File: src/rtl/dma_pkg.sv
package dma_pkg;
    localparam int ADDR_W = 32;
    localparam int DATA_W = 32;
    localparam int REG_W  = 3;
    localparam int STEP   = 4;

    typedef enum logic [1:0] {ST_IDLE, ST_READ, ST_WRITE} seq_state_e;

    typedef enum logic [REG_W-1:0] {
        RA_SRC   = 3'd0,
        RA_DST   = 3'd1,
        RA_CNT   = 3'd2,
        RA_CTRL  = 3'd3,
        RA_STAT  = 3'd4,
        RA_LIMIT = 3'd5
    } reg_addr_e;

    localparam int CTRL_GO   = 0;
    localparam int CTRL_SINC = 1;
    localparam int CTRL_DINC = 2;
    localparam int STAT_BUSY = 0;
    localparam int STAT_DONE = 1;
    localparam int STAT_ERR  = 2;

    typedef struct packed {
        logic [ADDR_W-1:0] src;
        logic [ADDR_W-1:0] dst;
        logic              src_inc;
        logic              dst_inc;
    } desc_t;

    function automatic logic [ADDR_W-1:0] step_addr(input logic [ADDR_W-1:0] a, input logic inc);
        return inc ? a + ADDR_W'(STEP) : a;
    endfunction
endpackage

File: src/rtl/dma_regs.sv
module dma_regs
    import dma_pkg::*;
#(
    parameter int CNT_W     = 16,
    parameter int TMO_W     = 16,
    parameter int DEF_LIMIT = 1024
) (
    input  logic              clk,
    input  logic              rst,
    input  logic              we,
    input  logic [REG_W-1:0]  addr,
    input  logic [DATA_W-1:0] wdata,
    output logic [DATA_W-1:0] rdata,
    input  logic              seq_busy,
    input  logic              fin_ok,
    input  logic              fin_err,
    output desc_t             desc,
    output logic [CNT_W-1:0]  cnt,
    output logic [TMO_W-1:0]  limit,
    output logic              go_q,
    output logic              done_q,
    output logic              err_q,
    output logic              clr_done
);
    logic wr_ctrl, wr_stat, clr_err, busy_all;

    assign wr_ctrl  = we && (addr == RA_CTRL);
    assign wr_stat  = we && (addr == RA_STAT);
    assign clr_done = wr_stat && wdata[STAT_DONE];
    assign clr_err  = wr_stat && wdata[STAT_ERR];
    assign busy_all = seq_busy || go_q;

    always_ff @(posedge clk) begin
        if (rst) begin
            desc   <= '0;
            cnt    <= '0;
            limit  <= TMO_W'(DEF_LIMIT);
            go_q   <= 1'b0;
            done_q <= 1'b0;
            err_q  <= 1'b0;
        end else begin
            go_q <= wr_ctrl && wdata[CTRL_GO] && !busy_all;
            if (we) begin
                case (addr)
                    RA_SRC:   desc.src <= wdata;
                    RA_DST:   desc.dst <= wdata;
                    RA_CNT:   cnt      <= wdata[CNT_W-1:0];
                    RA_CTRL: begin
                        desc.src_inc <= wdata[CTRL_SINC];
                        desc.dst_inc <= wdata[CTRL_DINC];
                    end
                    RA_LIMIT: limit    <= wdata[TMO_W-1:0];
                    default:  ;
                endcase
            end
            if (fin_ok)        done_q <= 1'b1;
            else if (clr_done) done_q <= 1'b0;
            if (fin_err)       err_q  <= 1'b1;
            else if (clr_err)  err_q  <= 1'b0;
        end
    end

    always_comb begin
        rdata = '0;
        case (addr)
            RA_SRC:   rdata = desc.src;
            RA_DST:   rdata = desc.dst;
            RA_CNT:   rdata = DATA_W'(cnt);
            RA_CTRL: begin
                rdata[CTRL_SINC] = desc.src_inc;
                rdata[CTRL_DINC] = desc.dst_inc;
            end
            RA_STAT: begin
                rdata[STAT_BUSY] = busy_all;
                rdata[STAT_DONE] = done_q;
                rdata[STAT_ERR]  = err_q;
            end
            RA_LIMIT: rdata = DATA_W'(limit);
            default:  rdata = '0;
        endcase
    end
endmodule

File: src/rtl/dma_wdog.sv
module dma_wdog #(
    parameter int TMO_W = 16
) (
    input  logic             clk,
    input  logic             rst,
    input  logic             req,
    input  logic             ack,
    input  logic [TMO_W-1:0] limit,
    output logic             expire
);
    logic [TMO_W-1:0] wait_q;

    always_ff @(posedge clk) begin
        if (rst || !req || ack) wait_q <= '0;
        else                    wait_q <= wait_q + 1'b1;
    end

    // limit of zero never expires
    assign expire = req && !ack && (limit != '0) && (wait_q == limit - 1'b1);
endmodule

File: src/rtl/dma_seq.sv
module dma_seq
    import dma_pkg::*;
#(
    parameter int CNT_W = 16
) (
    input  logic              clk,
    input  logic              rst,
    input  logic              start,
    input  desc_t             desc,
    input  logic [CNT_W-1:0]  cnt,
    input  logic              abort,
    input  logic              bus_ack,
    input  logic [DATA_W-1:0] bus_rdata,
    output logic              bus_req,
    output logic              bus_we,
    output logic [ADDR_W-1:0] bus_addr,
    output logic [DATA_W-1:0] bus_wdata,
    output logic              busy,
    output logic              fin_ok
);
    seq_state_e        st_q;
    desc_t             work_q;
    logic [DATA_W-1:0] data_q;
    logic [CNT_W-1:0]  rem_q;
    logic              last_word;

    assign last_word = (rem_q == CNT_W'(1));

    always_ff @(posedge clk) begin
        if (rst) begin
            st_q   <= ST_IDLE;
            work_q <= '0;
            data_q <= '0;
            rem_q  <= '0;
        end else begin
            case (st_q)
                ST_IDLE: if (start && cnt != '0) begin
                    work_q <= desc;
                    rem_q  <= cnt;
                    st_q   <= ST_READ;
                end
                ST_READ: if (bus_ack) begin
                    data_q <= bus_rdata;
                    st_q   <= ST_WRITE;
                end else if (abort) begin
                    st_q   <= ST_IDLE;
                end
                ST_WRITE: if (bus_ack) begin
                    work_q.src <= step_addr(work_q.src, work_q.src_inc);
                    work_q.dst <= step_addr(work_q.dst, work_q.dst_inc);
                    rem_q      <= rem_q - 1'b1;
                    st_q       <= last_word ? ST_IDLE : ST_READ;
                end else if (abort) begin
                    st_q <= ST_IDLE;
                end
                default: st_q <= ST_IDLE;
            endcase
        end
    end

    assign bus_req   = (st_q != ST_IDLE);
    assign bus_we    = (st_q == ST_WRITE);
    assign bus_addr  = (st_q == ST_WRITE) ? work_q.dst : work_q.src;
    assign bus_wdata = data_q;
    assign busy      = (st_q != ST_IDLE);
    assign fin_ok    = (st_q == ST_IDLE && start && cnt == '0) ||
                       (st_q == ST_WRITE && bus_ack && last_word);
endmodule

File: src/rtl/copy_dma.sv
module copy_dma
    import dma_pkg::*;
#(
    parameter int CNT_W     = 16,
    parameter int TMO_W     = 16,
    parameter int DEF_LIMIT = 1024
) (
    input  logic              clk,
    input  logic              rst,
    input  logic              reg_we,
    input  logic [REG_W-1:0]  reg_addr,
    input  logic [DATA_W-1:0] reg_wdata,
    output logic [DATA_W-1:0] reg_rdata,
    output logic              bus_req,
    output logic              bus_we,
    output logic [ADDR_W-1:0] bus_addr,
    output logic [DATA_W-1:0] bus_wdata,
    input  logic              bus_ack,
    input  logic [DATA_W-1:0] bus_rdata,
    output logic              irq
);
    desc_t            desc;
    logic [CNT_W-1:0] cnt_val;
    logic [TMO_W-1:0] limit;
    logic             go_q, done_flag, err_flag, clr_done;
    logic             seq_busy, fin_ok, expire;

    dma_regs #(.CNT_W(CNT_W), .TMO_W(TMO_W), .DEF_LIMIT(DEF_LIMIT)) u_regs (
        .clk(clk), .rst(rst), .we(reg_we), .addr(reg_addr), .wdata(reg_wdata),
        .rdata(reg_rdata), .seq_busy(seq_busy), .fin_ok(fin_ok), .fin_err(expire),
        .desc(desc), .cnt(cnt_val), .limit(limit), .go_q(go_q),
        .done_q(done_flag), .err_q(err_flag), .clr_done(clr_done)
    );

    dma_seq #(.CNT_W(CNT_W)) u_seq (
        .clk(clk), .rst(rst), .start(go_q), .desc(desc), .cnt(cnt_val),
        .abort(expire), .bus_ack(bus_ack), .bus_rdata(bus_rdata),
        .bus_req(bus_req), .bus_we(bus_we), .bus_addr(bus_addr),
        .bus_wdata(bus_wdata), .busy(seq_busy), .fin_ok(fin_ok)
    );

    dma_wdog #(.TMO_W(TMO_W)) u_wdog (
        .clk(clk), .rst(rst), .req(bus_req), .ack(bus_ack), .limit(limit),
        .expire(expire)
    );

    assign irq = done_flag;
endmodule

File: config.mk
export PLATFORM = sky130hd
export DESIGN_NAME = copy_dma
export DESIGN_NICKNAME = d
export VERILOG_FILES = /design/src/rtl/dma_pkg.sv /design/src/rtl/dma_regs.sv /design/src/rtl/dma_wdog.sv /design/src/rtl/dma_seq.sv /design/src/rtl/copy_dma.sv
export SDC_FILE = /design/constraint.sdc
export NUM_CORES = 1
export LEC_CHECK = 0
export ABC_AREA = 1
export BUFFER_PORTS_ARGS = -buffer_cell sky130_fd_sc_hd__buf_2
export CAP_MARGIN = 20
export CORE_MARGIN = 5
export CORE_UTILIZATION = 51
export DETAILED_ROUTE_END_ITERATION = 8
export PLACE_DENSITY = 0.81
export SYNTH_ARGS = -nofsm -noshare
export SYNTH_HDL_FRONTEND = slang
export SYNTH_SLANG_ARGS = --single-unit
File: constraint.sdc
create_clock -name clk -period 2.51 [get_ports clk]
set_input_delay 0.502 -clock clk [delete_from_list [all_inputs] [get_ports clk]]
set_output_delay 0.502 -clock clk [all_outputs]
set_load 0.02 [all_outputs]
**After elaboration in Yosys (flattened, before gate mapping)**

Cells that the tools add are included.

- Eq/ne operators: 13
- Mux-type cells: 22
- Reduce and logical (&&, ||, !) cells: 40
- Add/subtract/negate cells: 5

Operator list:

| kind | number |
|---|---|
| $pmux W64 S2 | 1 |
| $pmux W29 S4 | 1 |
| $mux W32 | 3 |
| $mux W66 | 1 |
| $add A32 B3 Y32 const B | 2 |
| $mux W64 | 1 |
| $mux W16 | 2 |
| $pmux W16 S2 | 1 |
| $reduce_bool A16 Y1 | 2 |
| $sub A16 B1 Y16 const B | 2 |
| $add A16 B1 Y16 const B | 1 |
| $eq A16 B1 Y1 const B | 1 |
| $eq A16 B16 Y1 | 1 |
| $logic_not A16 Y1 | 1 |
| $logic_and A1 B1 Y1 | 14 |
| $reduce_and A2 Y1 | 7 |
| $pmux W2 S6 | 1 |
| $mux W2 | 4 |
| $ne A2 B1 Y1 const B | 4 |
| $reduce_and A4 Y1 | 2 |
| $reduce_bool A2 Y1 | 4 |
| $eq A3 B2 Y1 const B | 2 |
| $eq A3 B3 Y1 const B | 2 |
| $pmux W2 S3 | 1 |
| other kinds (10) | 19 |

- Output and inout bits: 99
- Word-level logic and storage cells: 97
- Bits in registers: 233

**Longest topological paths before layout**

Gate-level depths: netlist (run 1).

- Depth in word-level cells: 7
- Gate-level depth with buffers: 15
- Gate-level depth less buffers: 15

**By module**

Synthesis (run 1) repeated with hierarchy kept, for this count alone.

- Cells, all modules: 2284
- Area total of the unflattened synthesis: 13655.6 um^2

Modules (own cells, without submodules):

| module | instances | area an instance (um^2) | sequential area each (um^2) | cells an instance |
|---|---|---|---|---|
| dma_seq | 1 | 7435.9 | 2322.2 | 1283 |
| dma_regs | 1 | 4864.7 | 2021.9 | 770 |
| dma_wdog | 1 | 1355.0 | 320.3 | 231 |

**Least setup slack after synthesis (run 1)**

Ideal clock, no wire load.

- Kind: input to output
- From: in reg_addr[1]
- To: out reg_rdata[0]
- Stages: 5
- Path slack: 0.340 ns
- Data arrival time: 1.668 ns
- Buffers on the path: 2
- Path through: buf_2 > nor3_1 > inv_2 > clkbuf_1 > o221ai_1

- Cells in the longest elaborated chain, start to end: 2
- Elaborated cells between the ends (all ways): 6
- Classes of those cells: eq/ne: 4; mux: 1; reduce/logical: 1

Ends and longest elaborated chain:

| item | line | text |
|---|---|---|
| from (decl) | copy_dma.sv:11 | `input logic [REG_W-1:0] reg_addr,` |
| $eq A3 B3 Y1 (tied with other cells) | dma_regs.sv:65 | `case (addr)` |
| $pmux W1 S5 (*) | dma_regs.sv:65 |  |
| to (decl) | copy_dma.sv:13 | `output logic [DATA_W-1:0] reg_rdata,` |

Every way passes the cells marked *; elsewhere a longest branch is shown, timed or not.

**Worst setup path after layout (run 1)**

- From: reg u_seq.st_q[0]
- To: out bus_addr[3]

- Cells in the longest elaborated chain, start to end: 2

Ends and longest elaborated chain:

| item | line | text |
|---|---|---|
| from (decl) | dma_seq.sv:21 | `seq_state_e st_q;` |
| from (signal assigned) | dma_seq.sv:52 | `st_q <= last_word ? ST_IDLE : ST_READ;` |
| $eq A2 B2 Y1 | dma_seq.sv:63 | `assign bus_addr = (st_q == ST_WRITE) ? work_q.dst : work_q.src;` |
| $mux W32 | dma_seq.sv:63 |  |
| to (decl) | copy_dma.sv:16 | `output logic [ADDR_W-1:0] bus_addr,` |

No other way between the ends.

==> results of run 1 <==
-- cell usage in the layout (no fill, tap or decap), types with 3 or more instances in the layout --
cell       Yosys  final
dfxtp_1      233    232
o221ai_1       3      3
o31ai_1        6      6
clkinv_2       0      7
xor2_1        16     16
nor4_1         6      6
ha_1           6      6
or2_2          4      4
clkbuf_16      0     29
inv_1        199    198
o21ai_1        5     10
a221o_1       13     13
nand2_1      331    330
o22ai_1       34     34
o211ai_1       5      5
nor2_4         2      3
nor2_2         8      7
nor3_1        32     31
buf_4          2     31
nor2_1       245    245
nor3b_1        3      3
xnor2_1        9      9
a21oi_1      155    155
clkbuf_8       0      8
nand3b_1       5      5
buf_12         0      3
a211oi_1       4      4
buf_2         18    165
nand2_2        4      5
nand4_1       18     18
inv_2          6      6
nand3_1       93     93
a31oi_1       14     14
o21ai_0      283    278
-- path summary, 6_finish.rpt --
| path | to | start | slack, ns | depth (start not counted) |
|---|---|---|---|---|
| setup reg to reg | u_seq.work_q[44] | u_seq.st_q[1] | 0.23 | 9 |
| hold reg to reg | u_seq.work_q[16] | u_seq.work_q[16] | 0.47 | 2 |
| hold / removal | u_seq.bus_wdata[8] | bus_rdata[8] | 0.18 | 3 |
| setup / recovery | bus_addr[3] | u_seq.st_q[0] | 0.03 | 4 |
-- registers in the layout, indices dropped and copies added, names as in the netlist --
register,cells
u_regs.err_q,1
u_regs.limit,16
u_regs.cnt,16
u_seq.work_q,66
u_seq.bus_wdata,32
u_wdog.wait_q,16
u_seq.rem_q,16
u_seq.st_q,2
u_regs.desc,66
u_regs.go_q,1
u_regs.done_q,1
-- kinds of logic (layout without fill, tap and decap cells) --
logic type | count (synthesis) | in the layout | share of synthesized area, %
and+or+nand+nor | 758 | 758 | 26.13
DFF | 233 | 233 | 38.20
other | 0 | 1 | 0
xor gates and xnor gates | 25 | 25 | 1.793
buffers and inverters | 305 | 456 | 9.683
AOI/OAI and AO/OA | 533 | 533 | 23.58
adders and majority gates | 6 | 6 | 0.6148
-- through the flow --
step | setup WS [ns] | total power, W | hold slack [ns] | setup TNS (ns)
CTS | 0.02796 | 0.008325 | 0.1807 | 0
global placement | 0.2373 | 0.004503 | 0.4487 | 0
global route | -0.01820 | 0.008580 | 0.1881 | -0.05805
floorplan | 0.3401 | 0.004274 | 0.4369 | 0
finish | 0.03203 | 0.008320 | 0.1835 | 0
detailed placement | 0.1510 | 0.004516 | 0.4546 | 0
-- report_power, final --
| group | switching [W] | total [W] | internal (W) |
|---|---|---|---|
| sequential | 0.0000576 | 0.00383 | 0.00377 |
| clock | 0.00157 | 0.00386 | 0.00229 |
| combinational | 0.000425 | 0.000630 | 0.000205 |
| total | 0.00205 | 0.00832 | 0.00627 |
-- layer usage --
| metal | global-route usage, % | vias to the layer above | part of all wire, % | wire length, um |
|---|---|---|---|---|
| met1 | 38.66 | 6101 | 40 | 16430 |
| met5 | 0 | - | 0 | 0 |
| li1 | - | 6443 | - | - |
| met2 | 46.87 | 760 | 45 | 18560 |
| met3 | 6.289 | 119 | 11 | 4609 |
| met4 | 10.25 | 0 | 3.9 | 1589 |
-- critical path, delay by kind of cell (launching register included) --
| kind | cells | cell delay (ns) |
|---|---|---|
| flops | 1 | 0.44 |
| compound gates | 1 | 0.40 |
| simple gates | 1 | 0.10 |
| buf+inv | 2 | 0.48 |
-- final cells by class --
type	count	area share [%]
diodes	1	0.01746
clock buffers	37	5.536
clock inverters	10	0.5676
inverters	206	5.414
multi-input cells	1322	44.54
flip-flops and latches	233	32.56
well taps	319	2.786
repair buffers	203	8.575
-- what timing repair did --
item / CTS / global route
endpoints found under the hold margin: 0 / 0
setup endpoints to repair: 12 / 12
gates resized for setup: 4 / 11
gates cloned: 1 / 1
buffers inserted: 0 / 2
pin swaps: 0 / 1
==> results.yml, run 1 <==
status:
  status: "completed"
floorplan:
  core_mm2: 0.02354
  die_height_um: 164.7
  die-area_mm2: 0.02714
  dieWidth_um: 164.7
  start_util_pct: 51.87
  fp-row-count: 56
  io_pins: 170
global_route:
  grt_pass1_vias: 12350
  grt_antenna_before_repair: 0
  grt_pass1_wl_um: 64290
  track_usage_pct: 29.09
  overflow: 0
  grt_max_degree: 105
final_layout:
  nFillCells: 2222
  fin_cells: 2331
  postLayoutCoreUtil_pct: 60.86
  register_area_mm2: 0.004666
  drive_gt1_share_pct: 14.12
  multi_input_area_mm2: 0.006382
  area_delta_synth_final_pct: 17.35
  nets: 2069
  fin_area_mm2: 0.01433
critical_path:
  criticalPathCategory: "register to output port"
  path_cells: "nor2_4, clkbuf_16, o21ai_0, buf_2"
  critPathMaxFanout: 56
  crit_slowest_cell: "dfxtp_1"
  critPathRequiredTime_ns: 2.01
  startpoint_type: "register"
  crit_arrival_ns: 1.98
  cp-end-kind: "output port"
  slowest_delay_ns: 0.44
pwr:
  powerDensity_mw_per_mm2: 580.6
  ir_drop_mv: 0.7211
  p_leak_nw: 5.836
job:
  maxCapViolCount: 0
timing:
  slew_headroom_pct: 45.59
  max_freq_mhz: 403.6
  finalCriticalPeriod_ns: 2.478
  report.final.slew_viol_count: 0
  min_period_over_period_pct: 98.72
  setup_viol: 0
  hold_viol_final: 0
  finClkSkew_ns: 0.01570
  tightest_slew_ns: 0.8149
  rsz0062_at_grt: "yes"
clock_network:
  ctsHoldBuffers: 0
  clk_latency_ns: 0.54
  numClockSinks: 233
  clockRootBuffer: "clkbuf_16"
  htreeDepth: 1
  numCtsBuffers: 26
  cts_tree: "done"
  clkTransAtPathRegs_ns: 0.06
  clk_path_buf_depth: 3
placement:
  placed_area_mm2: 0.01334
  gp_congestion: 0.9694
  dp_cells: 2279
  hpwlAfterDp_um: 29480
  port_buffers: 169
synth:
  synth_cell_types: 48
  yosysMostFrequentCell: "nand2_1"
  synthArstFlopShare_pct: 0
  yosys-top-cells-count: "nand2_1 (331), o21ai_0 (283), nor2_1 (245)"
  synthCells: 1860
  synth_ff_type: "dfxtp_1"
  synth.top_cell.area_share_pct: 38.20
  synth_edf_count: 0
  yosysTopAreaCell: "dfxtp_1"
  syn_nets: 1937
  ys_seq_area_share_pct: 38.20
  ys_ff_latch: 233
  yosys_warnings: 0
  syn_avg_cell_area_um2: 6.565
  synthTopCellsByArea: "dfxtp_1 (38%), o21ai_0 (12%), nand2_1 (10%)"
  synth_area_mm2: 0.01221
route:
  drc_errors: 0
  drtPass1Iterations: 5
  wl_per_cell_um: 17.67
  vias: 13420
  first_iter_violations: 1844
  ant_nets: 0
  wl_um: 41190
  vias_per_cell: 5.758
worst_hold_path:
  hp-class: "input port to register"
Note: power is estimated with default switching activity, not from simulation.
==> run 2: changes to the inputs <==
- PLACE_DENSITY: 0.81 -> not set
- PLACE_DENSITY_LB_ADDON: not set -> 0.25
==> run 2 against run 1 <==
Compared with the run above:
- non-clock buffer count rose by 11
- global-route usage rose by 0.065 points
- critical endpoint is now bus_addr[15]
- critical path type unchanged
- highest routed layer is now met5
- maximum frequency rose by 1.3%
==> results.yml, run 2 (same netlist as run 1, synthesis figures left out) <==
floorplan:
  die-area_mm2: 0.02714
  start_util_pct: 51.87
  core_mm2: 0.02354
  die_height_um: 164.7
  dieWidth_um: 164.7
  io_pins: 170
  fp-row-count: 56
timing:
  slew_headroom_pct: 45.67
  report.final.slew_viol_count: 0
  holdWs_ns: 0.2071
  finClkSkew_ns: 0.02471
  rsz0062_at_grt: "no"
  max_freq_mhz: 408.7
  finalCriticalPeriod_ns: 2.447
  fin_tns_setup_ns: 0
  tightest_slew_ns: 0.8138
  min_period_over_period_pct: 97.48
  hold_viol_final: 0
  setup_viol: 0
final_layout:
  nFillCells: 2283
  postLayoutCoreUtil_pct: 60.58
  layout_common_cells: "nand2_1 (330), o21ai_0 (281), nor2_1 (245)"
  area_delta_synth_final_pct: 16.79
  nets: 2079
  final_common_cell: "nand2_1"
  n_antenna_cell: 0
  drive_gt1_share_pct: 14.21
route:
  ant_nets: 0
  drc_errors: 0
  first_iter_violations: 1239
  vias_per_cell: 5.677
  wl_um: 41030
  vias: 13230
  drtPass1Iterations: 8
  wl_per_cell_um: 17.60
global_route:
  track_usage_pct: 29.16
  grt_max_degree: 82
  grt_pass1_vias: 12130
  grt_pass1_wl_um: 64110
  overflow: 0
  grt_antenna_before_repair: 1
critical_path:
  critPathMaxFanout: 10
  reg2reg_depth: 10
  r2r_slack_ns: 0.27
  rr_endpoint: "u_seq.work_q[7]"
  path_cells: "inv_2, nor2_4, buf_12, buf_4, nand2_1, o21ai_0, buf_2"
  crit_slowest_cell: "dfxtp_2"
  crit_arrival_ns: 1.94
  criticalPathCategory: "register to output port"
  cp-end-kind: "output port"
  startpoint_type: "register"
  slowest_delay_ns: 0.37
  r2r_start: "u_regs.cnt[11]"
  critPathRequiredTime_ns: 2.01
clock_network:
  numCtsBuffers: 25
  clk_path_buf_depth: 3
  clk_latency_ns: 0.53
  numClockSinks: 233
  clockRootBuffer: "clkbuf_16"
  cts_tree: "done"
  ctsHoldBuffers: 0
  clkTransAtPathRegs_ns: 0.06
  htreeDepth: 1
placement:
  port_buffers: 169
  hpwlAfterDp_um: 29610
  gp_congestion: 1.001
pwr:
  powerDensity_mw_per_mm2: 558.5
  ir_drop_mv: 0.4641
  power.total_w: 0.007965
  p_leak_nw: 5.809
worst_hold_path:
  min_to: "u_seq.bus_wdata[22]"
  hp-class: "input port to register"
  min_from: "bus_rdata[22]"
  min_path_cells: 3
job:
  maxCapViolCount: 0
status:
  status: "completed"
==> run 2: cell types whose count changed in the layout (fill, tap and decap cells not counted), moves of 2 or more <==
| cell | before | now |
|---|---|---|
| buf_2 | 165 | 167 |
| clkbuf_8 | 8 | 4 |
| clkinv_2 | 7 | 4 |
| o21ai_0 | 278 | 281 |
| buf_4 | 31 | 41 |
| clkbuf_16 | 29 | 26 |
| o21ai_1 | 10 | 7 |
==> run 2: worst max path at each step <==
stage,start,end,slack (ns),cells after the start
2_1_floorplan,reg_addr[1],reg_rdata[0],0.34,5
5_1_grt,u_seq.st_q[1],bus_addr[31],0.006,7
3_5_place_dp,reg_addr[1],reg_rdata[0],0.20,5
6_report,u_seq.st_q[1],bus_addr[15],0.06,7
4_1_cts,u_seq.st_q[1],bus_addr[14],-0.03,7
3_3_place_gp,reg_addr[1],reg_rdata[0],0.25,5
==> run 2: area by class of cell <==
| cell class | count | area (um^2) | share of cell area [%] |
|---|---|---|---|
| clock inverters | 6 | 57.56 | 0.4036 |
| well taps | 319 | 399.1 | 2.799 |
| multi-input cells | 1322 | 6382 | 44.75 |
| clock buffers | 31 | 688.2 | 4.825 |
| flip-flops and latches | 233 | 4667 | 32.73 |
| inverters | 206 | 778.2 | 5.457 |
| repair buffers | 214 | 1289 | 9.037 |
==> run 2: what timing repair did <==
item,4_1_cts,5_1_grt
pin swaps,1,1
endpoints found under the setup margin,3,18
gates resized for setup,1,10
gates cloned,1,1
setup buffers,1,2
==> run 2: worst max-delay path: cells and delay by family, from the launching register on <==
family,cells,cell delay (ns)
buffers and inverters,4,0.63
flip-flops,1,0.37
AND/OR/NAND/NOR,2,0.26
AO/OA/AOI/OAI,1,0.18
==> run 2: per-layer routing <==
layer	GRT usage, %	vias to the layer above	wire, um
met5	0	-	11
met2	47.47	609	18730
met3	5.316	99	3443
met1	38.91	6070	17290
li1	-	6454	-
met4	10.36	2	1560
==> run 2: report_power, final <==
| part | switching [W] | internal (W) |
|---|---|---|
| clock | 0.00149 | 0.00201 |
| combinational | 0.000426 | 0.000205 |
| sequential | 0.0000577 | 0.00377 |
==> run 2: metrics by stage <==
stage,setup WS [ns],instance area [um^2],std cells
after floorplan,0.3401,12210,1860
after global placement,0.2548,13410,2289
after detailed placement,0.1986,13410,2289
after CTS,-0.02982,14200,2328
after global routing,0.005896,14260,2331
final,0.06336,14260,2331
==> run 3: changes to the inputs <==
--- a/constraint.sdc
+++ b/constraint.sdc
@@ -3,2 +3,2 @@
 set_output_delay 0.502 -clock clk [all_outputs]
-set_load 0.02 [all_outputs]
+set_load 0.05 [all_outputs]
==> run 3 against run 2 <==
Compared with the run above:
- the flow now finishes with violations (setup timing)
- worst setup slack worse by 0.12 ns
- flip-flop and latch count stayed put
- first-iteration DRC count rose by 18%
- via count up 0.31%
- die area did not move
- global-route usage is 0.44 points lower
- non-clock buffer count is 7 lower
- highest routed layer is now met4
- clock skew decreased by 0.010 ns
==> results.yml, run 3 (same netlist as run 1, synthesis figures left out) <==
clock_network:
  clockRootBuffer: "clkbuf_16"
  cts_tree: "done"
  htreeDepth: 1
  numCtsBuffers: 26
  clk_path_buf_depth: 3
  clk_latency_ns: 0.53
  clkTransAtPathRegs_ns: 0.06
  ctsHoldBuffers: 0
  numClockSinks: 233
timing:
  rsz0062_at_grt: "yes"
  fin_tns_setup_ns: -0.1156
  max_freq_mhz: 388.9
  setup_ws_ns: -0.06139
  setup_viol: 3
  tightest_slew_ns: 0.7959
  slew_headroom_pct: 46.86
  min_period_over_period_pct: 102.4
  hold_viol_final: 0
  finClkSkew_ns: 0.01439
  report.final.slew_viol_count: 0
  finalCriticalPeriod_ns: 2.571
final_layout:
  fin_cells: 2331
  final_common_cell: "nand2_1"
  nets: 2073
  area_delta_synth_final_pct: 18.35
  drive_gt1_share_pct: 14.42
  nFillCells: 2270
  layout_common_cells: "nand2_1 (330), o21ai_0 (275), nor2_1 (242)"
status:
  status: "finished, violations left"
  violations: "setup timing"
route:
  drc_errors: 0
  ant_nets: 0
  drtPass1Iterations: 8
  wl_um: 41440
  vias: 13280
  vias_per_cell: 5.695
  first_iter_violations: 1461
  wl_per_cell_um: 17.78
critical_path:
  critPathBufInv: 4
  critPathRequiredTime_ns: 2.01
  crit_family: "buffers and inverters"
  slowest_delay_ns: 0.38
  cp-end-kind: "output port"
  crit_arrival_ns: 2.07
  r2r_slack_ns: 0.20
  startpoint_type: "register"
  crit_cells: 7
  reg2reg_depth: 10
  criticalPathCategory: "register to output port"
  crit_slowest_cell: "dfxtp_2"
  critPathMaxFanout: 22
  path_cells: "inv_2, nor2_4, buf_4, clkbuf_16, nand2_1, o21ai_0, buf_2"
pwr:
  power.total_w: 0.008376
  powerDensity_mw_per_mm2: 579.6
  p_leak_nw: 5.846
  ir_drop_mv: 0.5161
global_route:
  grt_pass1_vias: 11930
  track_usage_pct: 28.72
  grt_antenna_before_repair: 1
  grt_max_degree: 85
  grt_pass1_wl_um: 63270
  overflow: 0
placement:
  dp_cells: 2280
  dp_slack_ns: -0.009613
  gp_congestion: 0.9422
  port_buffers: 169
  hpwlAfterDp_um: 29150
worst_hold_path:
  hp-class: "input port to register"
  min_path_cells: 3
floorplan:
  io_pins: 170
  die-area_mm2: 0.02714
  core_mm2: 0.02354
  dieWidth_um: 164.7
  fp-row-count: 56
  die_height_um: 164.7
  start_util_pct: 51.87
job:
  maxCapViolCount: 0
==> run 3: cell count changes in the layout (fill, tap and decap cells not counted), moves of 3 or more <==
cell | before | now
clkbuf_4 | 0 | 5
clkbuf_16 | 26 | 31
buf_2 | 167 | 146
o21ai_1 | 7 | 13
nor2_1 | 245 | 242
buf_4 | 41 | 48
o21ai_0 | 281 | 275
==> run 3: where the power goes <==
group / switching, W / internal (W) / total, W
sequential: 0.0000560 / 0.00377 / 0.00383
clock: 0.00154 / 0.00233 / 0.00387
combinational: 0.000473 / 0.000204 / 0.000677
total: 0.00207 / 0.00630 / 0.00838
==> run 3: metal layers <==
layer | global-route usage [%] | vias to the layer above | part of all wire, % | wire length, um
met4 | 10.36 | 0 | 3.7 | 1546
met2 | 46.53 | 659 | 45 | 18690
met3 | 3.793 | 108 | 9.4 | 3884
met5 | 0 | - | 0 | 0
met1 | 39.37 | 6065 | 42 | 17320
li1 | - | 6443 | - | -
==> run 3: worst paths after layout <==
path / end / start
worst max-delay path: bus_addr[4] / u_seq.st_q[1]
worst min-delay path: u_seq.bus_wdata[4] / bus_rdata[4]
worst max register to register: u_seq.work_q[10] / u_seq.st_q[1]
worst min register to register: u_seq.work_q[16] / u_seq.work_q[16]
==> run 3: layout make-up <==
class	instances	area (um^2)	area share, %
flip-flops and latches	233	4666	32.29
repair buffers	207	1324	9.160
well taps	319	399.1	2.762
clock buffers	37	773.2	5.351
clock inverters	6	88.84	0.6147
inverters	206	782.0	5.411
multi-input cells	1322	6416	44.40
diodes	1	2.502	0.01732
==> run 3: metrics by stage <==
step	util, %	instance area (um^2)	hold slack, ns
3_3_place_gp	56.63	13330	0.4487
2_1_floorplan	-	12220	0.4369
4_1_cts	60.55	14260	0.1833
3_5_place_dp	56.63	13330	0.4611
6_report	61.38	14450	0.1961
5_1_grt	61.38	14450	0.1920
==> run 3: tightest hold or removal path: cells and delay by family <==
family	cells	cell delay, ns
buf+inv	1	0.08
simple gates	2	0.11
==> run 3: timing repair <==
action | CTS | global route
cloned | 1 | 4
endpoints found under the setup margin | 22 | 38
pin swaps | 0 | 1
resized for setup | 12 | 36
buffers inserted | 0 | 2
